[config.mk]
export PLATFORM = sky130hd
export DESIGN_NAME = pfd_lock_top
export DESIGN_NICKNAME = d
export VERILOG_FILES = /design/src/rtl/pfd_pkg.sv /design/src/rtl/pfd_core.sv /design/src/rtl/pfd_lock_filter.sv /design/src/rtl/pfd_pin_mux.sv /design/src/rtl/pfd_lock_top.sv
export SDC_FILE = /design/constraint.sdc
export NUM_CORES = 1
export LEC_CHECK = 0
export CORE_AREA = 5 5 42 44
export CTS_CLUSTER_SIZE = 28
export DETAILED_ROUTE_END_ITERATION = 16
export DIE_AREA = 0 0 47 49
export DONT_BUFFER_PORTS = 1
export PLACE_DENSITY = 0.57
export SLEW_MARGIN = 5
export SYNTH_ARGS = -nofsm -noshare
export SYNTH_HDL_FRONTEND = slang
export SYNTH_SLANG_ARGS = --single-unit
[constraint.sdc]
create_clock -name clk -period 2.4 [get_ports clk]
set_input_delay 0.48 -clock clk [delete_from_list [all_inputs] [get_ports clk]]
set_output_delay 0.48 -clock clk [all_outputs]
set_load 0.005 [all_outputs]
[src/rtl/pfd_pkg.sv]
package pfd_pkg;

    typedef enum logic [1:0] {
        PIN_LOCK  = 2'b00,
        PIN_REF   = 2'b01,
        PIN_FB    = 2'b10,
        PIN_LEVEL = 2'b11
    } pin_sel_e;

    typedef struct packed {
        logic ref_prev;
        logic fb_prev;
        logic up;
        logic dn;
    } det_state_t;

endpackage

[src/rtl/pfd_core.sv]
module pfd_core (
    input  logic clk,
    input  logic rst_n,
    input  logic ref_i,
    input  logic fb_i,
    output logic up_o,
    output logic dn_o
);
    import pfd_pkg::*;

    det_state_t st_d, st_q;
    logic ref_rise, fb_rise;

    always_comb begin
        ref_rise = ref_i & ~st_q.ref_prev;
        fb_rise  = fb_i & ~st_q.fb_prev;
        st_d = st_q;
        st_d.ref_prev = ref_i;
        st_d.fb_prev  = fb_i;
        if (st_q.up && st_q.dn) begin
            // both requests clear; an edge seen now opens the next comparison
            st_d.up = ref_rise;
            st_d.dn = fb_rise;
        end else begin
            st_d.up = st_q.up | ref_rise;
            st_d.dn = st_q.dn | fb_rise;
        end
    end

    always_ff @(posedge clk) begin
        if (!rst_n) st_q <= '0;
        else        st_q <= st_d;
    end

    assign up_o = st_q.up;
    assign dn_o = st_q.dn;
endmodule

[src/rtl/pfd_lock_filter.sv]
module pfd_lock_filter #(
    parameter int WIN_CYC   = 4,
    parameter int GOOD_NEED = 4
) (
    input  logic clk,
    input  logic rst_n,
    input  logic up_i,
    input  logic dn_i,
    output logic lock_o
);
    localparam int ERR_W  = $clog2(WIN_CYC + 1);
    localparam int GOOD_W = $clog2(GOOD_NEED + 1);
    localparam logic [ERR_W-1:0]  ERR_MAX  = ERR_W'(WIN_CYC);
    localparam logic [GOOD_W-1:0] GOOD_MAX = GOOD_W'(GOOD_NEED);

    typedef struct packed {
        logic [ERR_W-1:0]  err;
        logic [GOOD_W-1:0] good;
    } filt_state_t;

    filt_state_t fs_d, fs_q;

    always_comb begin
        fs_d = fs_q;
        if (up_i && dn_i) begin
            // comparison ends: judge its accumulated error
            if (fs_q.err < ERR_MAX) begin
                if (fs_q.good != GOOD_MAX) fs_d.good = fs_q.good + 1'b1;
            end else begin
                fs_d.good = '0;
            end
            fs_d.err = '0;
        end else if (up_i ^ dn_i) begin
            if (fs_q.err != ERR_MAX) fs_d.err = fs_q.err + 1'b1;
        end
    end

    always_ff @(posedge clk) begin
        if (!rst_n) fs_q <= '0;
        else        fs_q <= fs_d;
    end

    assign lock_o = (fs_q.good == GOOD_MAX);
endmodule

[src/rtl/pfd_pin_mux.sv]
module pfd_pin_mux (
    input  pfd_pkg::pin_sel_e sel_i,
    input  logic              lock_i,
    input  logic              ref_i,
    input  logic              fb_i,
    input  logic              level_i,
    output logic              pin_o
);
    import pfd_pkg::*;

    always_comb begin
        unique case (sel_i)
            PIN_LOCK:  pin_o = lock_i;
            PIN_REF:   pin_o = ref_i;
            PIN_FB:    pin_o = fb_i;
            PIN_LEVEL: pin_o = level_i;
            default:   pin_o = 1'b0;
        endcase
    end
endmodule

[src/rtl/pfd_lock_top.sv]
module pfd_lock_top #(
    parameter int WIN_CYC   = 4,
    parameter int GOOD_NEED = 4
) (
    input  logic       clk,
    input  logic       rst_n,
    input  logic       ref_pulse,
    input  logic       fb_pulse,
    input  logic       pol_invert,
    input  logic       gain_hi,
    input  logic [1:0] pin_sel,
    input  logic       pin_level,
    output logic       pump_up,
    output logic       pump_dn,
    output logic       pump_hiz,
    output logic       gain_out,
    output logic       status_pin
);
    import pfd_pkg::*;

    logic up_w, dn_w, lock_w;

    pfd_core u_core (
        .clk   (clk),
        .rst_n (rst_n),
        .ref_i (ref_pulse),
        .fb_i  (fb_pulse),
        .up_o  (up_w),
        .dn_o  (dn_w)
    );

    pfd_lock_filter #(
        .WIN_CYC   (WIN_CYC),
        .GOOD_NEED (GOOD_NEED)
    ) u_filt (
        .clk    (clk),
        .rst_n  (rst_n),
        .up_i   (up_w),
        .dn_i   (dn_w),
        .lock_o (lock_w)
    );

    pfd_pin_mux u_mux (
        .sel_i   (pin_sel_e'(pin_sel)),
        .lock_i  (lock_w),
        .ref_i   (ref_pulse),
        .fb_i    (fb_pulse),
        .level_i (pin_level),
        .pin_o   (status_pin)
    );

    assign pump_up  = pol_invert ? dn_w : up_w;
    assign pump_dn  = pol_invert ? up_w : dn_w;
    assign pump_hiz = ~(up_w | dn_w);
    assign gain_out = gain_hi;
endmodule

==> summary.txt, run 1 <==
Critical path
  • Top fanout value on the critical path: 5
  • Critical path depth: 5
  • Crit-path leading delay family: multiplexers
  • Buffer and inverter count on the worst path: 2
  • CP Launch Type: flip-flop
  • Critical path data arrival time: 1.56 ns
  • R2R depth: 5
  • Worst path max stage delay: 0.48 ns
  • Reg-to-reg slack, setup: 1.06 ns
  • Cell mode on critical path: inv_1
  • CP Data Required Time: 1.92 ns
  • Reg-to-Reg Start: u_core.up_o$_SDFF_PN0_
  • Worst setup EP type: output port
  • Slowest stage cell, crit path: mux4_2
  • Reg2Reg Capture Point: u_filt.fs_q[4]$_SDFFE_PP0P_
  • WS Path Type: flip-flop to output port
  • Critical Path, Cell by Cell: inv_1 -> ha_1 -> nand2_1 -> inv_1 -> mux4_2

Placed design
  • Placer's final routability congestion estimate: 0.767
  • Port Buffers: 0
  • Dpl hpwl: 744 um

Worst hold path
  • Hold depth: 2
  • Worst hold path endpoint: u_core.st_q[2]$_SDFF_PN0_
  • Hold Path Origin: fb_pulse
  • Hold WC Path Type: primary input to flip-flop

CTS
  • Htree depth: 1
  • CTS tree: built
  • Clk slew on worst S/H paths: 0.06 ns
  • Sink Count: 10
  • Hold-fix buffers, CTS: 0
  • Bufs on Longest Clock Path: 2
  • Worst skew pair latency: 0.25 ns
  • Total CTS buffers: 3
  • Post_cts resized: 0
  • Post-CTS Setup Inserts: 0
  • Root buffer cell: clkbuf_4

STA
  • Sum Neg Setup Slack: 0 ns
  • Clock skew: 0.000519 ns
  • Minimum clock period: 2.04 ns
  • Slew Viols, Final: 0
  • Final hold violation count: 0
  • RSZ-0062 raised after global routing: false
  • F_max: 0.490 GHz
  • Post-route clock period utilization: 85.1%
  • Max transition margin: 83.6%
  • Final setup fails: 0
  • Worst slew pin tran: 0.246 ns

Floorplanning
  • Rows: 14
  • Die height: 49 um
  • Core Area: 1400 sq um
  • Die X: 47 um
  • Starting Density: 37.7%
  • I/O pin cnt: 14
  • DIE AREA: 2300 sq um

Pwr
  • Pwr/cell area: 648 nW/um^2
  • Int Power: 0.000270 W
  • Lkg Pwr: 0.246 nW
  • Peak supply drop: 0.334 mV
  • Net Sw Power: 0.0000949 W
  • Clock Power Share: 29.8%
  • Seq pwr share: 52.0%
  • Sw Ratio: 26.0%
  • Combinational group share of total power: 18.2%

Yosys
  • Mapped Area: 528 sq um
  • Post-synth EDFFs: 0
  • Syn Nets: 74
  • Cell taking the most area after synthesis: dfxtp_1
  • Ys flop type: dfxtp_1
  • Sequential area share after synthesis: 37.9%
  • #FFs+latches synth: 10
  • Netlist cell types: 24
  • Yosys warning total: 0
  • Syn Area/Cell: 8.95 sq um
  • Mapped Cells: 59
  • Asr flop ratio synth: 0%
  • Synth top area share: 37.9%
  • Commonest cells post-synth: dfxtp_1, inv_1, ha_1, nand2_1, nor2_1
  • Count leader, synth: dfxtp_1
  • Largest cells by area after synthesis: dfxtp_1, ha_1, inv_1

Run
  • Max Cap Violations: 0

Cells and area
  • Fin util: 40.2%
  • Area Growth Syn to Fin: 6.64%
  • Inserted Diodes: 0
  • Final #Nets: 78
  • Layout cells sized above 1: 9.84%

Detailed routing
  • DRC: 0
  • WL/cell: 11.9 um
  • Via/cell ratio: 5.06
  • Drt total wl: 917 um
  • Starting DRT DRC Count: 7
  • Routed Antenna Nets: 0
  • DR vias: 390
  • Detailed-router iteration count before antenna repair: 4

Outcome
  • Status: finished, final reports clean

Global routing
  • Gr usage total: 9.36%
  • Antenna violations before repair: 0
  • Vias in the first global route: 336
  • Largest net degree at the start of global routing: 9
  • Grt ovf: 0
  • First-pass GRT wire length: 1.52 mm
## worst register-to-register path, cell delays in order (launching register included)
cell	delay, ns
dfxtp_1	0.35
inv_1	0.08
ha_1	0.32
a21boi_2	0.22
mux2i_1	0.20
nor2_1	0.05
## layout make-up
class | count | area [sq um]
inverters | 10 | 37.5
well taps | 16 | 20.0
fillers | 144 | 838
clock buffers | 3 | 22.5
multi-input cells | 38 | 283
flip-flops and latches | 10 | 200
## layer usage
layer	global-route usage (%)	wire, um	vias up
li1	-	-	204
met1	13.5	431	172
met2	11.1	401	12
met3	2.95	74	2
met4	6.91	10	0
met5	0	0	-
## placed cells by master, fill, tap and decap left out, types with 2 or more instances in the layout
| cell | n |
|---|---|
| a21oi_1 | 2 |
| a31oi_1 | 2 |
| clkbuf_4 | 3 |
| dfxtp_1 | 10 |
| ha_1 | 6 |
| inv_1 | 9 |
| nand2_1 | 6 |
| nand2b_1 | 2 |
| nor2_1 | 3 |
| o21ai_1 | 2 |
| o22ai_1 | 2 |
| or3_1 | 2 |
## flip-flops by register name, summed over array words and instances (netlist names)
register,count
u_core.st_q,2
u_core.dn_o,1
u_filt.fs_q,6
u_core.up_o,1
## metrics by stage
stage | setup slack, ns | hold WS (ns) | total power, W | instances | area (sq um)
after global routing | 0.258 | 0.355 | 0.000395 | 77 | 563
final | 0.358 | 0.350 | 0.000365 | 77 | 563
after CTS | 0.342 | 0.343 | 0.000372 | 77 | 563
after detailed placement | 0.631 | 0.403 | 0.000261 | 74 | 541
after global placement | 0.676 | 0.393 | 0.000260 | 74 | 541
after floorplan | 0.735 | 0.388 | 0.000249 | 59 | 528
## logic make-up after synthesis
group                      after synthesis  synth area share (%)
adders and majority gates                6                  14.2
AOI/OAI and AO/OA                       11                  13.5
and+or+nand+nor                         18                  18.0
DFF                                     10                  37.9
muxes                                    2                  6.16
xor gates and xnor gates                 1                  1.66
buffers and inverters                   11                  8.53
## how the worst max path moves through the flow
stage	end	start	slack (ns)
floorplan	status_pin	u_filt.fs_q[0]$_SDFFE_PN0P_	0.74
global placement	status_pin	u_filt.fs_q[0]$_SDFFE_PN0P_	0.68
detailed placement	status_pin	u_filt.fs_q[0]$_SDFFE_PN0P_	0.63
CTS	status_pin	u_filt.fs_q[0]$_SDFFE_PN0P_	0.34
global route	status_pin	u_filt.fs_q[0]$_SDFFE_PN0P_	0.26
finish	status_pin	u_filt.fs_q[0]$_SDFFE_PN0P_	0.36
## power by group through the flow
stage               Sequential, W  Combinational [W]  Clock, W
floorplan                0.000192          0.0000573         0
global placement         0.000193          0.0000669         0
detailed placement       0.000194          0.0000674         0
CTS                      0.000190          0.0000681  0.000114
global route             0.000192          0.0000793  0.000124
finish                   0.000190          0.0000665  0.000109
No activity file was read; power rests on OpenSTA's default activity.
==> run 2, diff against run 1 <==
- PLACE_DENSITY: 0.57 -> not set
- PLACE_DENSITY_LB_ADDON: not set -> 0.25
- RECOVER_POWER: not set -> 100
==> run 2 against run 1 <==
Compared with the run above: register-to-register slack got worse by 0.19 ns; via count rose by 2.6%; global-route usage rose by 0.46 points; fmax barely moved; final area rose by 1.8%; cell count rose by 1.3%; first-iteration DRC count fell by 71%; critical path depth did not move; combinational power fell by 7.8%; power rose by 10%; critical path type unchanged.
==> summary.txt, run 2 (synthesis gave the netlist of run 1 again) <==
Outcome
  • Status: finished, final reports clean (unchanged)

Critical path
  • Worst setup EP type: output port (unchanged)
  • R2R depth: 5 (unchanged)
  • CP Launch Type: flip-flop (unchanged)
  • Critical path data arrival time: 1.56 ns (about the same)
  • Reg-to-reg slack, setup: 0.87 ns (was 1.06 ns)
  • Reg-to-Reg Start: u_core.dn_o$_SDFF_PN0_ (was u_core.up_o$_SDFF_PN0_)
  • Slowest stage cell, crit path: mux4_2 (unchanged)
  • WS Path Type: flip-flop to output port (unchanged)
  • Top fanout value on the critical path: 5 (unchanged)
  • Reg2Reg Capture Point: u_filt.fs_q[4]$_SDFFE_PP0P_ (unchanged)
  • Buffer and inverter count on the worst path: 2 (unchanged)
  • Cell mode on critical path: inv_1 (unchanged)
  • Worst path max stage delay: 0.46 ns (was 0.48 ns)
  • Critical Path End: status_pin (unchanged)
  • Critical Path, Cell by Cell: inv_1 -> ha_1 -> nand2_1 -> inv_1 -> mux4_2 (unchanged)
  • CP Data Required Time: 1.92 ns (about the same)
  • Worst Setup SP: u_filt.fs_q[0]$_SDFFE_PN0P_ (unchanged)
  • Crit-path leading delay family: multiplexers (unchanged)
  • Critical path depth: 5 (unchanged)

Detailed routing
  • DRC: 0 (unchanged)
  • Drt total wl: 966 um (was 917 um)
  • DR vias: 400 (was 390)
  • Starting DRT DRC Count: 2 (was 7)
  • Detailed-router iteration count before antenna repair: 4 (unchanged)
  • Routed Antenna Nets: 0 (unchanged)
  • WL/cell: 12.4 um (was 11.9 um)
  • Via/cell ratio: 5.13 (was 5.06)

Pwr
  • Int Power: 0.000302 W (was 0.000270 W)
  • Seq pwr share: 47.4% (was 52.0%)
  • Clock Power Share: 37.4% (was 29.8%)
  • Net Sw Power: 0.000101 W (was 0.0000949 W)
  • Pwr/cell area: 702 nW/um^2 (was 648 nW/um^2)
  • Lkg Pwr: 0.252 nW (was 0.246 nW)
  • Combinational group share of total power: 15.2% (was 18.2%)
  • Overall Power: 0.000402 W (was 0.000365 W)
  • Sw Ratio: 25.0% (was 26.0%)
  • Peak supply drop: 0.463 mV (was 0.334 mV)

CTS
  • Root buffer cell: clkbuf_4 (unchanged)
  • Worst skew pair latency: 0.27 ns (was 0.25 ns)
  • Total CTS buffers: 3 (unchanged)
  • Sink Count: 10 (unchanged)
  • Htree depth: 1 (unchanged)
  • CTS tree: built (unchanged)
  • Hold-fix buffers, CTS: 0 (unchanged)
  • Post_cts resized: 0 (unchanged)
  • Post-CTS Setup Inserts: 0 (unchanged)
  • Bufs on Longest Clock Path: 2 (unchanged)
  • Clk slew on worst S/H paths: 0.07 ns (was 0.06 ns)

STA
  • Worst slew pin tran: 0.401 ns (was 0.246 ns)
  • Minimum clock period: 2.04 ns (about the same)
  • Post-route clock period utilization: 85.1% (about the same)
  • Clock skew: 0.00433 ns (was 0.000519 ns)
  • RSZ-0062 raised after global routing: false (unchanged)
  • Final WS setup: 0.357 ns (was 0.358 ns)
  • Sum Neg Setup Slack: 0 ns (unchanged)
  • F_max: 0.489 GHz (was 0.490 GHz)
  • Final hold violation count: 0 (unchanged)
  • Slew Viols, Final: 0 (unchanged)
  • Final setup fails: 0 (unchanged)
  • Max transition margin: 73.0% (was 83.6%)

Global routing
  • Antenna violations before repair: 0 (unchanged)
  • Largest net degree at the start of global routing: 9 (unchanged)
  • First-pass GRT wire length: 1.64 mm (was 1.52 mm)
  • Grt ovf: 0 (unchanged)
  • Vias in the first global route: 385 (was 336)
  • Gr usage total: 9.82% (was 9.36%)

Placed design
  • Port Buffers: 0 (unchanged)
  • Placer's final routability congestion estimate: 0.812 (was 0.767)
  • Dpl ws: 0.652 ns (was 0.631 ns)
  • Dpl hpwl: 789 um (was 744 um)

Cells and area
  • Largest Register: u_filt.fs_q (unchanged)
  • Area Growth Syn to Fin: 8.53% (was 6.64%)
  • Layout cells sized above 1: 9.68% (was 9.84%)
  • Largest register FFs: 6 (unchanged)
  • Final #Nets: 78 (unchanged)
  • Commonest non-fill, non-tap cell in the layout: dfxtp_1 (unchanged)
  • Most frequent cells in the layout: dfxtp_1, inv_1, nand2_1, ha_1 (unchanged)
  • Inserted Diodes: 0 (unchanged)
  • Biggest regs: u_filt.fs_q x6, u_core.st_q x2 (unchanged)

Floorplanning
  • Die height: 49 um (unchanged)
  • Core Area: 1400 sq um (unchanged)
  • DIE AREA: 2300 sq um (unchanged)
  • I/O pin cnt: 14 (unchanged)
  • Rows: 14 (unchanged)
  • Starting Density: 37.7% (unchanged)
  • Die X: 47 um (unchanged)

Run
  • Max Cap Violations: 0 (unchanged)

Worst hold path
  • Hold depth: 2 (unchanged)
  • Hold WC Path Type: primary input to flip-flop (unchanged)
run 2: changes by cell type in the layout (fill, tap and decap cells not counted):
cell	delta
o21ai_0	+2
o21ai_1	-2
clkbuf_8	+1
a21boi_2	-1
a21boi_0	+1
run 2: cell type report:
cell class | count | area, sq um
fillers | 147 | 828
multi-input cells | 38 | 279
flip-flops and latches | 10 | 200
inverters | 10 | 37.5
clock buffers | 4 | 36.3
well taps | 16 | 20.0
run 2: how the worst min path moves through the flow:
stage	slack, ns	end	start
floorplan	0.39	u_core.up_o$_SDFF_PN0_	u_core.st_q[3]$_SDFF_PN0_
global placement	0.39	u_core.up_o$_SDFF_PN0_	u_core.st_q[3]$_SDFF_PN0_
detailed placement	0.40	u_core.up_o$_SDFF_PN0_	u_core.st_q[3]$_SDFF_PN0_
CTS	0.33	u_core.st_q[3]$_SDFF_PN0_	ref_pulse
global route	0.33	u_core.st_q[2]$_SDFF_PN0_	fb_pulse
finish	0.33	u_core.st_q[3]$_SDFF_PN0_	ref_pulse
run 2: power groups by stage:
| stage | Clock (W) | Combinational, W | Sequential, W |
|---|---|---|---|
| 2_1_floorplan | 0 | 0.0000573 | 0.000192 |
| 3_3_place_gp | 0 | 0.0000657 | 0.000194 |
| 3_5_place_dp | 0 | 0.0000667 | 0.000194 |
| 4_1_cts | 0.000155 | 0.0000676 | 0.000191 |
| 5_1_grt | 0.000170 | 0.0000712 | 0.000193 |
| 6_report | 0.000150 | 0.0000613 | 0.000191 |
run 2: layer usage:
metal / global-route usage, % / up-vias / part of all wire, %
li1: - / 205 / -
met1: 11.3 / 183 / 40
met2: 13.8 / 10 / 49
met3: 8.12 / 2 / 10
met4: 2.30 / 0 / 0.83
met5: 0 / - / 0
run 2: per-stage QoR:
step	instances	cell area, sq um	util [%]	hold slack, ns
2_1_floorplan	59	528	-	0.388
3_3_place_gp	74	541	38.6	0.393
3_5_place_dp	74	541	38.6	0.399
4_1_cts	78	577	41.2	0.330
5_1_grt	78	573	40.9	0.333
6_report	78	573	40.9	0.333
